## config.mk

```make
export PLATFORM = sky130hd
export DESIGN_NAME = uart_prog_loader
export DESIGN_NICKNAME = d
export VERILOG_FILES = /design/src/rtl/loader_pkg.sv /design/src/rtl/uart_rx_os.sv /design/src/rtl/uart_tx_echo.sv /design/src/rtl/loader_fsm.sv /design/src/rtl/uart_prog_loader.sv
export SDC_FILE = /design/constraint.sdc
export NUM_CORES = 1
export LEC_CHECK = 0
export BUFFER_PORTS_ARGS = -buffer_cell sky130_fd_sc_hd__buf_2
export CAP_MARGIN = 10
export CORE_ASPECT_RATIO = 1.5
export CORE_UTILIZATION = 59
export CTS_CLUSTER_SIZE = 8
export DETAILED_ROUTE_END_ITERATION = 8
export HOLD_SLACK_MARGIN = 0.03
export PLACE_DENSITY = 0.86
export SETUP_SLACK_MARGIN = 0.05
export SLEW_MARGIN = 15
export SYNTH_ARGS = -nofsm -noshare
export SYNTH_HDL_FRONTEND = slang
export SYNTH_HIERARCHICAL = 1
export SYNTH_SLANG_ARGS = --single-unit
```

## constraint.sdc

```tcl
create_clock -name clk -period 2.6 [get_ports clk]
set_input_delay 0.13 -clock clk [delete_from_list [all_inputs] [get_ports clk]]
set_output_delay 0.13 -clock clk [all_outputs]
set_load 0.1 [all_outputs]
```

## src/rtl/loader_pkg.sv

```systemverilog
package loader_pkg;
  typedef enum logic [2:0] {RX_IDLE, RX_START, RX_DATA, RX_STOP, RX_WAIT} rx_state_e;
  typedef enum logic [1:0] {LD_COUNT, LD_ADDR, LD_DATA, LD_WRITE} ld_state_e;
endpackage

```

## src/rtl/uart_rx_os.sv

```systemverilog
module uart_rx_os
  import loader_pkg::*;
#(
  parameter int OS = 16
) (
  input  logic       clk,
  input  logic       rst_n,
  input  logic       tick,
  input  logic       rxd,
  output logic       byte_valid,
  output logic [7:0] byte_data,
  output logic       frame_err
);
  localparam int CW = $clog2(OS);
  localparam logic [CW-1:0] MID  = CW'(OS/2 - 1);
  localparam logic [CW-1:0] LAST = CW'(OS - 1);

  logic [1:0]    sync;
  logic          rx_s;
  rx_state_e     st;
  logic [CW-1:0] cnt;
  logic [2:0]    bitn;
  logic [7:0]    shreg;

  assign rx_s      = sync[1];
  assign byte_data = shreg;

  always_ff @(posedge clk or negedge rst_n) begin
    if (!rst_n) begin
      sync <= 2'b11; st <= RX_IDLE; cnt <= '0; bitn <= '0; shreg <= '0;
      byte_valid <= 1'b0; frame_err <= 1'b0;
    end else begin
      sync       <= {sync[0], rxd};
      byte_valid <= 1'b0;
      frame_err  <= 1'b0;
      case (st)
        RX_IDLE: if (tick && !rx_s) begin st <= RX_START; cnt <= '0; end
        RX_START: if (tick) begin
          if (cnt == MID) begin
            if (!rx_s) begin st <= RX_DATA; cnt <= '0; bitn <= '0; end
            else st <= RX_IDLE;
          end else cnt <= cnt + 1'b1;
        end
        RX_DATA: if (tick) begin
          if (cnt == LAST) begin
            cnt   <= '0;
            shreg <= {rx_s, shreg[7:1]};
            bitn  <= bitn + 1'b1;
            if (bitn == 3'd7) st <= RX_STOP;
          end else cnt <= cnt + 1'b1;
        end
        RX_STOP: if (tick) begin
          if (cnt == LAST) begin
            cnt <= '0;
            if (rx_s) begin byte_valid <= 1'b1; st <= RX_IDLE; end
            else begin frame_err <= 1'b1; st <= RX_WAIT; end
          end else cnt <= cnt + 1'b1;
        end
        default: if (rx_s) st <= RX_IDLE;
      endcase
    end
  end

  // a frame is either good or flagged, never both
  a_r9_err_excl: assert property (@(posedge clk) disable iff (!rst_n)
    !(byte_valid && frame_err));
  // after a framing error the receiver waits for an idle line
  a_r9_wait_high: assert property (@(posedge clk) disable iff (!rst_n)
    frame_err |-> st == RX_WAIT);
endmodule

```

## src/rtl/uart_tx_echo.sv

```systemverilog
module uart_tx_echo #(
  parameter int OS        = 16,
  parameter int STOP_BITS = 1
) (
  input  logic       clk,
  input  logic       rst_n,
  input  logic       tick,
  input  logic       in_valid,
  input  logic [7:0] in_data,
  output logic       txd,
  output logic       ovf
);
  localparam int NB = 9 + STOP_BITS;
  localparam int CW = $clog2(OS);
  localparam int BW = $clog2(NB + 1);

  logic          hold_full;
  logic [7:0]    hold_data;
  logic          busy;
  logic [NB-1:0] sh;
  logic [CW-1:0] cnt;
  logic [BW-1:0] left;
  logic          start;

  assign start = !busy && hold_full;
  assign txd   = busy ? sh[0] : 1'b1;

  always_ff @(posedge clk or negedge rst_n) begin
    if (!rst_n) begin
      hold_full <= 1'b0; hold_data <= '0; busy <= 1'b0; sh <= '1;
      cnt <= '0; left <= '0; ovf <= 1'b0;
    end else begin
      ovf <= 1'b0;
      if (start) begin
        busy <= 1'b1;
        sh   <= {{STOP_BITS{1'b1}}, hold_data, 1'b0};
        cnt  <= '0;
        left <= BW'(NB);
      end else if (busy && tick) begin
        if (cnt == CW'(OS - 1)) begin
          cnt  <= '0;
          sh   <= {1'b1, sh[NB-1:1]};
          left <= left - 1'b1;
          if (left == BW'(1)) busy <= 1'b0;
        end else cnt <= cnt + 1'b1;
      end
      if (in_valid) begin
        if (hold_full && !start) ovf <= 1'b1;
        else begin hold_data <= in_data; hold_full <= 1'b1; end
      end else if (start) hold_full <= 1'b0;
    end
  end

  // overflow only reported while the buffer still holds a byte
  a_r11_ovf_full: assert property (@(posedge clk) disable iff (!rst_n)
    ovf |-> hold_full);
  // every echo frame begins with a low start bit
  a_r10_start_low: assert property (@(posedge clk) disable iff (!rst_n)
    $rose(busy) |-> !txd);
endmodule

```

## src/rtl/loader_fsm.sv

```systemverilog
module loader_fsm
  import loader_pkg::*;
#(
  parameter int DW = 24,
  parameter int AW = 24
) (
  input  logic          clk,
  input  logic          rst_n,
  input  logic          in_valid,
  input  logic [7:0]    in_byte,
  output logic          wr_valid,
  input  logic          wr_ready,
  output logic [AW-1:0] wr_addr,
  output logic [DW-1:0] wr_data,
  output logic          done,
  output logic [AW-1:0] start_addr
);
  localparam int NB  = DW / 8;
  localparam int BCW = (NB > 1) ? $clog2(NB) : 1;

  ld_state_e      st;
  logic [DW-1:0]  acc;
  logic [DW-1:0]  field;
  logic [BCW-1:0] bcnt;
  logic           last;
  logic [DW-1:0]  remaining;
  logic [AW-1:0]  cur;

  assign field    = {in_byte, acc[DW-1:8]};
  assign last     = (bcnt == BCW'(NB - 1));
  assign wr_valid = (st == LD_WRITE);
  assign wr_addr  = cur;

  always_ff @(posedge clk or negedge rst_n) begin
    if (!rst_n) begin
      st <= LD_COUNT; acc <= '0; bcnt <= '0; remaining <= '0;
      cur <= '0; start_addr <= '0; wr_data <= '0; done <= 1'b0;
    end else begin
      done <= 1'b0;
      if (st == LD_WRITE) begin
        if (wr_ready) begin
          cur       <= cur + 1'b1;
          remaining <= remaining - 1'b1;
          if (remaining == DW'(1)) begin done <= 1'b1; st <= LD_COUNT; end
          else st <= LD_DATA;
        end
      end else if (in_valid) begin
        acc  <= field;
        bcnt <= last ? '0 : bcnt + 1'b1;
        if (last) begin
          case (st)
            LD_COUNT: begin remaining <= field; st <= LD_ADDR; end
            LD_ADDR: begin
              start_addr <= field[AW-1:0];
              cur        <= field[AW-1:0];
              if (remaining == '0) begin done <= 1'b1; st <= LD_COUNT; end
              else st <= LD_DATA;
            end
            default: begin wr_data <= field; st <= LD_WRITE; end
          endcase
        end
      end
    end
  end

  // an offered word is held steady until accepted
  a_r4_hold: assert property (@(posedge clk) disable iff (!rst_n)
    wr_valid && !wr_ready |=> wr_valid && $stable(wr_addr) && $stable(wr_data));
  // an accepted non-final word advances the address by one
  a_r3_next_addr: assert property (@(posedge clk) disable iff (!rst_n)
    wr_valid && wr_ready && remaining != DW'(1) |=> cur == $past(cur) + 1'b1);
  // done returns the loader to count collection
  a_r5_done_idle: assert property (@(posedge clk) disable iff (!rst_n)
    done |-> st == LD_COUNT && !wr_valid);
endmodule

```

## src/rtl/uart_prog_loader.sv

```systemverilog
module uart_prog_loader #(
  parameter int OVERSAMPLE   = 16,
  parameter int TX_STOP_BITS = 1,
  parameter int DW           = 24,
  parameter int AW           = 24
) (
  input  logic          clk,
  input  logic          rst_n,
  input  logic          tick_16x,
  input  logic          rxd,
  output logic          txd,
  output logic          mem_wr_valid,
  input  logic          mem_wr_ready,
  output logic [AW-1:0] mem_wr_addr,
  output logic [DW-1:0] mem_wr_data,
  output logic          load_done,
  output logic [AW-1:0] exec_addr,
  output logic          frame_err,
  output logic          echo_ovf
);
  logic       rx_valid;
  logic [7:0] rx_byte;

  uart_rx_os #(.OS(OVERSAMPLE)) u_rx (
    .clk(clk), .rst_n(rst_n), .tick(tick_16x), .rxd(rxd),
    .byte_valid(rx_valid), .byte_data(rx_byte), .frame_err(frame_err));

  uart_tx_echo #(.OS(OVERSAMPLE), .STOP_BITS(TX_STOP_BITS)) u_tx (
    .clk(clk), .rst_n(rst_n), .tick(tick_16x), .in_valid(rx_valid),
    .in_data(rx_byte), .txd(txd), .ovf(echo_ovf));

  loader_fsm #(.DW(DW), .AW(AW)) u_fsm (
    .clk(clk), .rst_n(rst_n), .in_valid(rx_valid), .in_byte(rx_byte),
    .wr_valid(mem_wr_valid), .wr_ready(mem_wr_ready), .wr_addr(mem_wr_addr),
    .wr_data(mem_wr_data), .done(load_done), .start_addr(exec_addr));
endmodule

```

### Yosys cells after proc, flatten, opt, wreduce, memory -nomap -nowiden

Index checks and enable logic that the tools add are counted.

| storage, ports and cells | value |
|---|---|
| flip-flop bits (word level) | 176 |
| input port bits | 5 |
| output and inout port bits | 77 |
| logic and storage cells | 171 |

| operators by class | value |
|---|---|
| add/subtract/negate cells | 7 |
| equality and inequality tests | 25 |
| multiplexer cells | 77 |
| bitwise logic cells | 3 |
| reduce and logical (&&, ||, !) cells | 37 |

Operators with widths:

| cell | count |
|---|---|
| $mux W24 | 10 |
| $mux W4 | 12 |
| $mux W3 | 15 |
| $mux W10 | 3 |
| $mux W1 | 25 |
| $add A24 B1 Y24 const B | 1 |
| $eq A24 B1 Y1 const B | 1 |
| $logic_not A24 Y1 | 1 |
| $sub A24 B1 Y24 const B | 1 |
| $reduce_bool A2 Y1 | 9 |
| $mux W2 | 8 |
| $reduce_and A4 Y1 | 4 |
| $ne A2 B1 Y1 const B | 7 |
| $pmux W3 S4 | 1 |
| $pmux W4 S3 | 1 |
| $ne A2 B2 Y1 const B | 5 |
| $reduce_and A3 Y1 | 3 |
| $reduce_and A9 Y1 | 1 |
| $add A4 B1 Y4 const B | 2 |
| $eq A4 B4 Y1 const B | 2 |
| $reduce_and A2 Y1 | 4 |
| $eq A3 B2 Y1 const B | 2 |
| $pmux W3 S2 | 1 |
| $reduce_and A6 Y1 | 1 |
| 20 further kinds | 29 |

### Longest topological paths before layout

| depth | value |
|---|---|
| depth after elaboration | 6 |
| mapped depth | 9 |

### By module

The synthesis kept the hierarchy.

By module, submodules not included:

| module | times used | cells an instance | area each (sq um) |
|---|---|---|---|
| loader_fsm | 1 | 581 | 5720.5 |
| uart_tx_echo | 1 | 119 | 1376.3 |
| uart_rx_os | 1 | 94 | 1119.8 |

### Worst setup path after synthesis

Ideal clock, no wire load.

| timing | value |
|---|---|
| path type | reg2reg |
| from | reg u_fsm.cur[0] (netlist: u_fsm/wr_addr[0]) |
| to | reg u_fsm.cur[14] (netlist: u_fsm/wr_addr[14]) |
| library setup time | 177 ps |
| arrival | 2301 ps |
| setup slack | 122 ps |
| cell stages (with the launch flop) | 8 |
| buffers on the path | 1 |
| cells stage by stage | dfrtp_1 > ha_1 > and4_1 > clkbuf_1 > and4_1 > a21oi_1 > o21ai_0 > o311ai_0 |

| on the way | value |
|---|---|
| longest elaborated chain between the ends | 3 |

RTL lines:

| item | RTL line | RTL |
|---|---|---|
| from (decl) | loader_fsm.sv:27 | `logic [AW-1:0] cur;` |
| from (signal assigned) | loader_fsm.sv:42 | `cur <= cur + 1'b1;` |
| from (signal assigned) | loader_fsm.sv:55 | `cur <= field[AW-1:0];` |
| $add A24 B1 Y24 | loader_fsm.sv:42 |  |
| $mux W24 | loader_fsm.sv:41 | `if (wr_ready) begin` |
| $mux W24 | loader_fsm.sv:40 | `if (st == LD_WRITE) begin` |

No other way between the ends. The select of a mux whose other input is x is not followed.
A chain may end at the register's enable or synchronous reset.

### Worst setup path after layout

| timing | value |
|---|---|
| from | reg u_fsm.remaining[0] |
| to | reg u_fsm.remaining[14] |

| on the way | value |
|---|---|
| longest elaborated chain between the ends | 3 |

RTL lines:

| item | RTL line | RTL |
|---|---|---|
| from (decl) | loader_fsm.sv:26 | `logic [DW-1:0] remaining;` |
| from (signal assigned) | loader_fsm.sv:43 | `remaining <= remaining - 1'b1;` |
| $sub A24 B1 Y24 | loader_fsm.sv:43 |  |
| $mux W24 | loader_fsm.sv:41 |  |
| $mux W24 | loader_fsm.sv:40 |  |

No other way between the ends. The select of a mux whose other input is x is not followed.

==> metrics.txt <==
clock latency at the later pin of the worst-skew pair 0.43 ns; post-cts sizing count 0; Synth cell types 79; Max-Cap Viols 0; root buffer cell sky130_fd_sc_hd__clkbuf_16; LEAKAGE 4.528 nW; initial antenna violation count 0; placed cell count 1005; cells taking the most area after synthesis sky130_fd_sc_hd__dfrtp_1 (48%), sky130_fd_sc_hd__mux2_2 (8.2%), sky130_fd_sc_hd__nand2_1 (6.0%); first-pass GRT wire length 34200 um; Initial Util 60.72%; Fill cells 964; remaining routing DRC violations 3; Final Power 8.319 mW; Period minus WS final 2.132 ns; synthesized netlist cell count 794; Seq/Total Area, Yosys 51.03%; number of setup violations in the final report 0; power density of the placed cells 891.1 nW/um2; area grow syn2layout 13.61%; Post-Route WL 21490 um; most frequent standard cell in the layout excluding fill and tap cells sky130_fd_sc_hd__dfrtp_1; Comb pwr share 27.8%; period utilization 82.00%; result of the run finished, violations left; most used flip-flop cell after synthesis sky130_fd_sc_hd__dfrtp_1; Slew headroom 43.18%; Syn Std Cell Area 8217 um2; clk_skew 0.01292 ns; violation count after the first detailed-routing iteration 704; worst min-delay path class in2reg; Final nets 879; worst-path maximum fanout 7; data arrival time of the worst path 2.45 ns; fraction of power consumed by sequential logic 42.5%; area used by multi-input combinational logic 3687 um2; class of the most critical setup path reg2reg; Yosys warning count 6; post-route insts no fill 1039; Mapped Nets 809; Final GP Congestion 0.8874; violations in the final reports DRC; largest buffer count on any clock path 2; max-slew violation count 0; remaining antenna violation count after routing 0; final core utilization 68.98%; worst IR drop on VDD 0.0006311 V; I/O Buffers 81; via count of the first global-routing pass 6543; share of final-layout standard cells stronger than drive strength 1 26.45%; number of top-level pins 82; die span in y 146.5 um; Synth async-reset ratio 100.0%; Crit path required time 2.92 ns; final hold violation count 0; via count normalized by instance count 6.548; count of inserted antenna diode cells 0; area share of the largest cell type after synthesis 47.51%; Core Rows 52; FF/Latch Area 4193 um2; Peak Freq 469.1 MHz; share of total power consumed by net switching 39.22%; post-CTS clock slew at the launch and capture registers of the worst setup and hold paths 0.07 ns; Detail Placement HPWL 14030 um; highest-count cells in the layout ignoring fill and taps sky130_fd_sc_hd__dfrtp_1 (156), sky130_fd_sc_hd__nand2_1 (132), sky130_fd_sc_hd__buf_2 (79), sky130_fd_sc_hd__mux2_2 (60), sky130_fd_sc_hd__a21oi_1 (53); actual transition at the worst max-transition pin 0.8503 ns; clock group share of total power 29.7%; DIE WIDTH 98.36 um; TritonCTS clock tree done; cell type with the highest aggregate area in the netlist sky130_fd_sc_hd__dfrtp_1; # H-tree levels 4; vias post-DR 6803; pin count of the biggest net entering global routing 74; Post-synth EDFFs 0; overflow left after global routing 0; switching power 3.263 mW; Seq cells post-synth 167; post-synthesis area per instance 10.35 um2; number of iterations in the first detailed-routing pass 9; Routed wire per std cell 20.68 um; category of the worst setup path launch point flop; Clock Sink Count 167; Total Routing Usage GR 30.87%; Total Negative Setup Slacks 0 ns; Cell Int Power 5.056 mW; Core ar. 13530 um2; Die Outline Area 14410 um2; setup repair after global routing missed its margin false; element type at the critical path end flop; CTS Buf Count 17
-- per-layer routing --
layer	global-route usage, %	up-vias	wire (um)
li1	-	3020	-
met1	36.76	3348	7965
met2	52.32	348	11010
met3	5.936	87	1528
met4	17.24	0	981
met5	0	-	0
-- sequential cells by signal, summed over array words and instances, names as in the netlist, 8 cells and up --
register          count
u_rx/byte_data        8
u_fsm/remaining      24
u_fsm/acc            16
u_tx/hold_data        8
u_fsm/wr_addr        24
u_tx/sh               9
u_fsm/wr_data        24
u_fsm/start_addr     24
-- worst max-delay path, stage by stage (launching register included) --
cell and delay, ns:
sky130_fd_sc_hd__dfrtp_1 0.46, sky130_fd_sc_hd__inv_1 0.11, sky130_fd_sc_hd__ha_1 0.20, sky130_fd_sc_hd__nor3b_1 0.38, sky130_fd_sc_hd__and2_1 0.32, sky130_fd_sc_hd__and3_1 0.24, sky130_fd_sc_hd__a31oi_1 0.10, sky130_fd_sc_hd__o22a_2 0.22
-- worst paths after layout --
| kind | from | endpoint | slack [ns] | depth (start not counted) |
|---|---|---|---|---|
| worst max-delay path | u_fsm/remaining[0] | u_fsm/remaining[14] | 0.47 | 7 |
| worst min-delay path | tick_16x | u_tx/cnt[3] | 0.1 | 3 |
| worst max register to register | u_fsm/remaining[0] | u_fsm/remaining[14] | 0.47 | 7 |
| worst min register to register | u_rx/sync[0] | u_rx/sync[1] | 0.36 | 0 |
| max in group asynchronous | rst_n | u_rx/sync[1] | 1.63 | 3 |
| min in group asynchronous | rst_n | u_fsm/wr_data[17] | 0.24 | 2 |
-- timing repair --
item                                   4_1_cts  5_1_grt
buffers inserted                             0        0
hold buffers                                 2        0
endpoints found under the hold margin       53        0
-- area by class of cell --
type | instances | share of cell area [%]
Tap cell | 162 | 2.171
Timing Repair Buffer | 98 | 6.393
Multi-Input combinational cell | 562 | 39.50
Clock buffer | 18 | 4.704
Inverter | 18 | 0.7238
Clock inverter | 14 | 1.595
Sequential cell | 167 | 44.91
-- cells in the mapped netlist (6+ instances only) --
cell	number
sky130_fd_sc_hd__inv_1	18
sky130_fd_sc_hd__dfrtp_1	156
sky130_fd_sc_hd__nand3_1	36
sky130_fd_sc_hd__and4_1	7
sky130_fd_sc_hd__o21ai_0	29
sky130_fd_sc_hd__nor3_1	12
sky130_fd_sc_hd__o22a_1	7
sky130_fd_sc_hd__nand4_1	9
sky130_fd_sc_hd__nand2_1	132
sky130_fd_sc_hd__nand2b_1	6
sky130_fd_sc_hd__o22ai_1	13
sky130_fd_sc_hd__nor2_1	40
sky130_fd_sc_hd__and3_1	12
sky130_fd_sc_hd__dfstp_2	11
sky130_fd_sc_hd__mux2_2	60
sky130_fd_sc_hd__clkbuf_1	24
sky130_fd_sc_hd__buf_2	11
sky130_fd_sc_hd__a2bb2oi_1	6
sky130_fd_sc_hd__a31oi_1	12
sky130_fd_sc_hd__ha_1	10
sky130_fd_sc_hd__a21oi_1	54
sky130_fd_sc_hd__o211ai_2	6
sky130_fd_sc_hd__mux2i_1	6
-- cells by family (layout without fill, tap and decap cells) --
kind of cell / count (synthesis) / in the layout / synth area share, %
multiplexers: 66 / 66 / 8.954
XOR/XNOR: 2 / 2 / 0.2132
buffers and inverters: 65 / 148 / 4.218
flip-flops: 167 / 167 / 51.03
AND/OR/NAND/NOR: 301 / 301 / 18.67
adder cells (fa/ha/maj): 10 / 10 / 1.523
AO/OA/AOI/OAI: 183 / 183 / 15.40
-- power groups by stage --
| stage | registers, mW | logic (mW) | clock network [mW] |
|---|---|---|---|
| final | 3.54 | 2.31 | 2.47 |
| after detailed placement | 3.56 | 2.30 | 0 |
| after global placement | 3.55 | 2.23 | 0 |
| after global routing | 3.60 | 2.48 | 2.61 |
| after floorplan | 4.10 | 1.24 | 0 |
| after CTS | 3.52 | 2.32 | 2.50 |
-- per-stage QoR --
step	cell area (um2)	worst slack, ns	hold WS, ns
after global routing	9335	0.2394	0.1332
after floorplan	8217	0.1221	-0.1656
final	9335	0.4681	0.09797
after global placement	8727	0.5821	0.1577
after detailed placement	8727	0.4943	0.1504
after CTS	9335	0.4897	0.07779
Note: power is estimated with default switching activity, not from simulation.
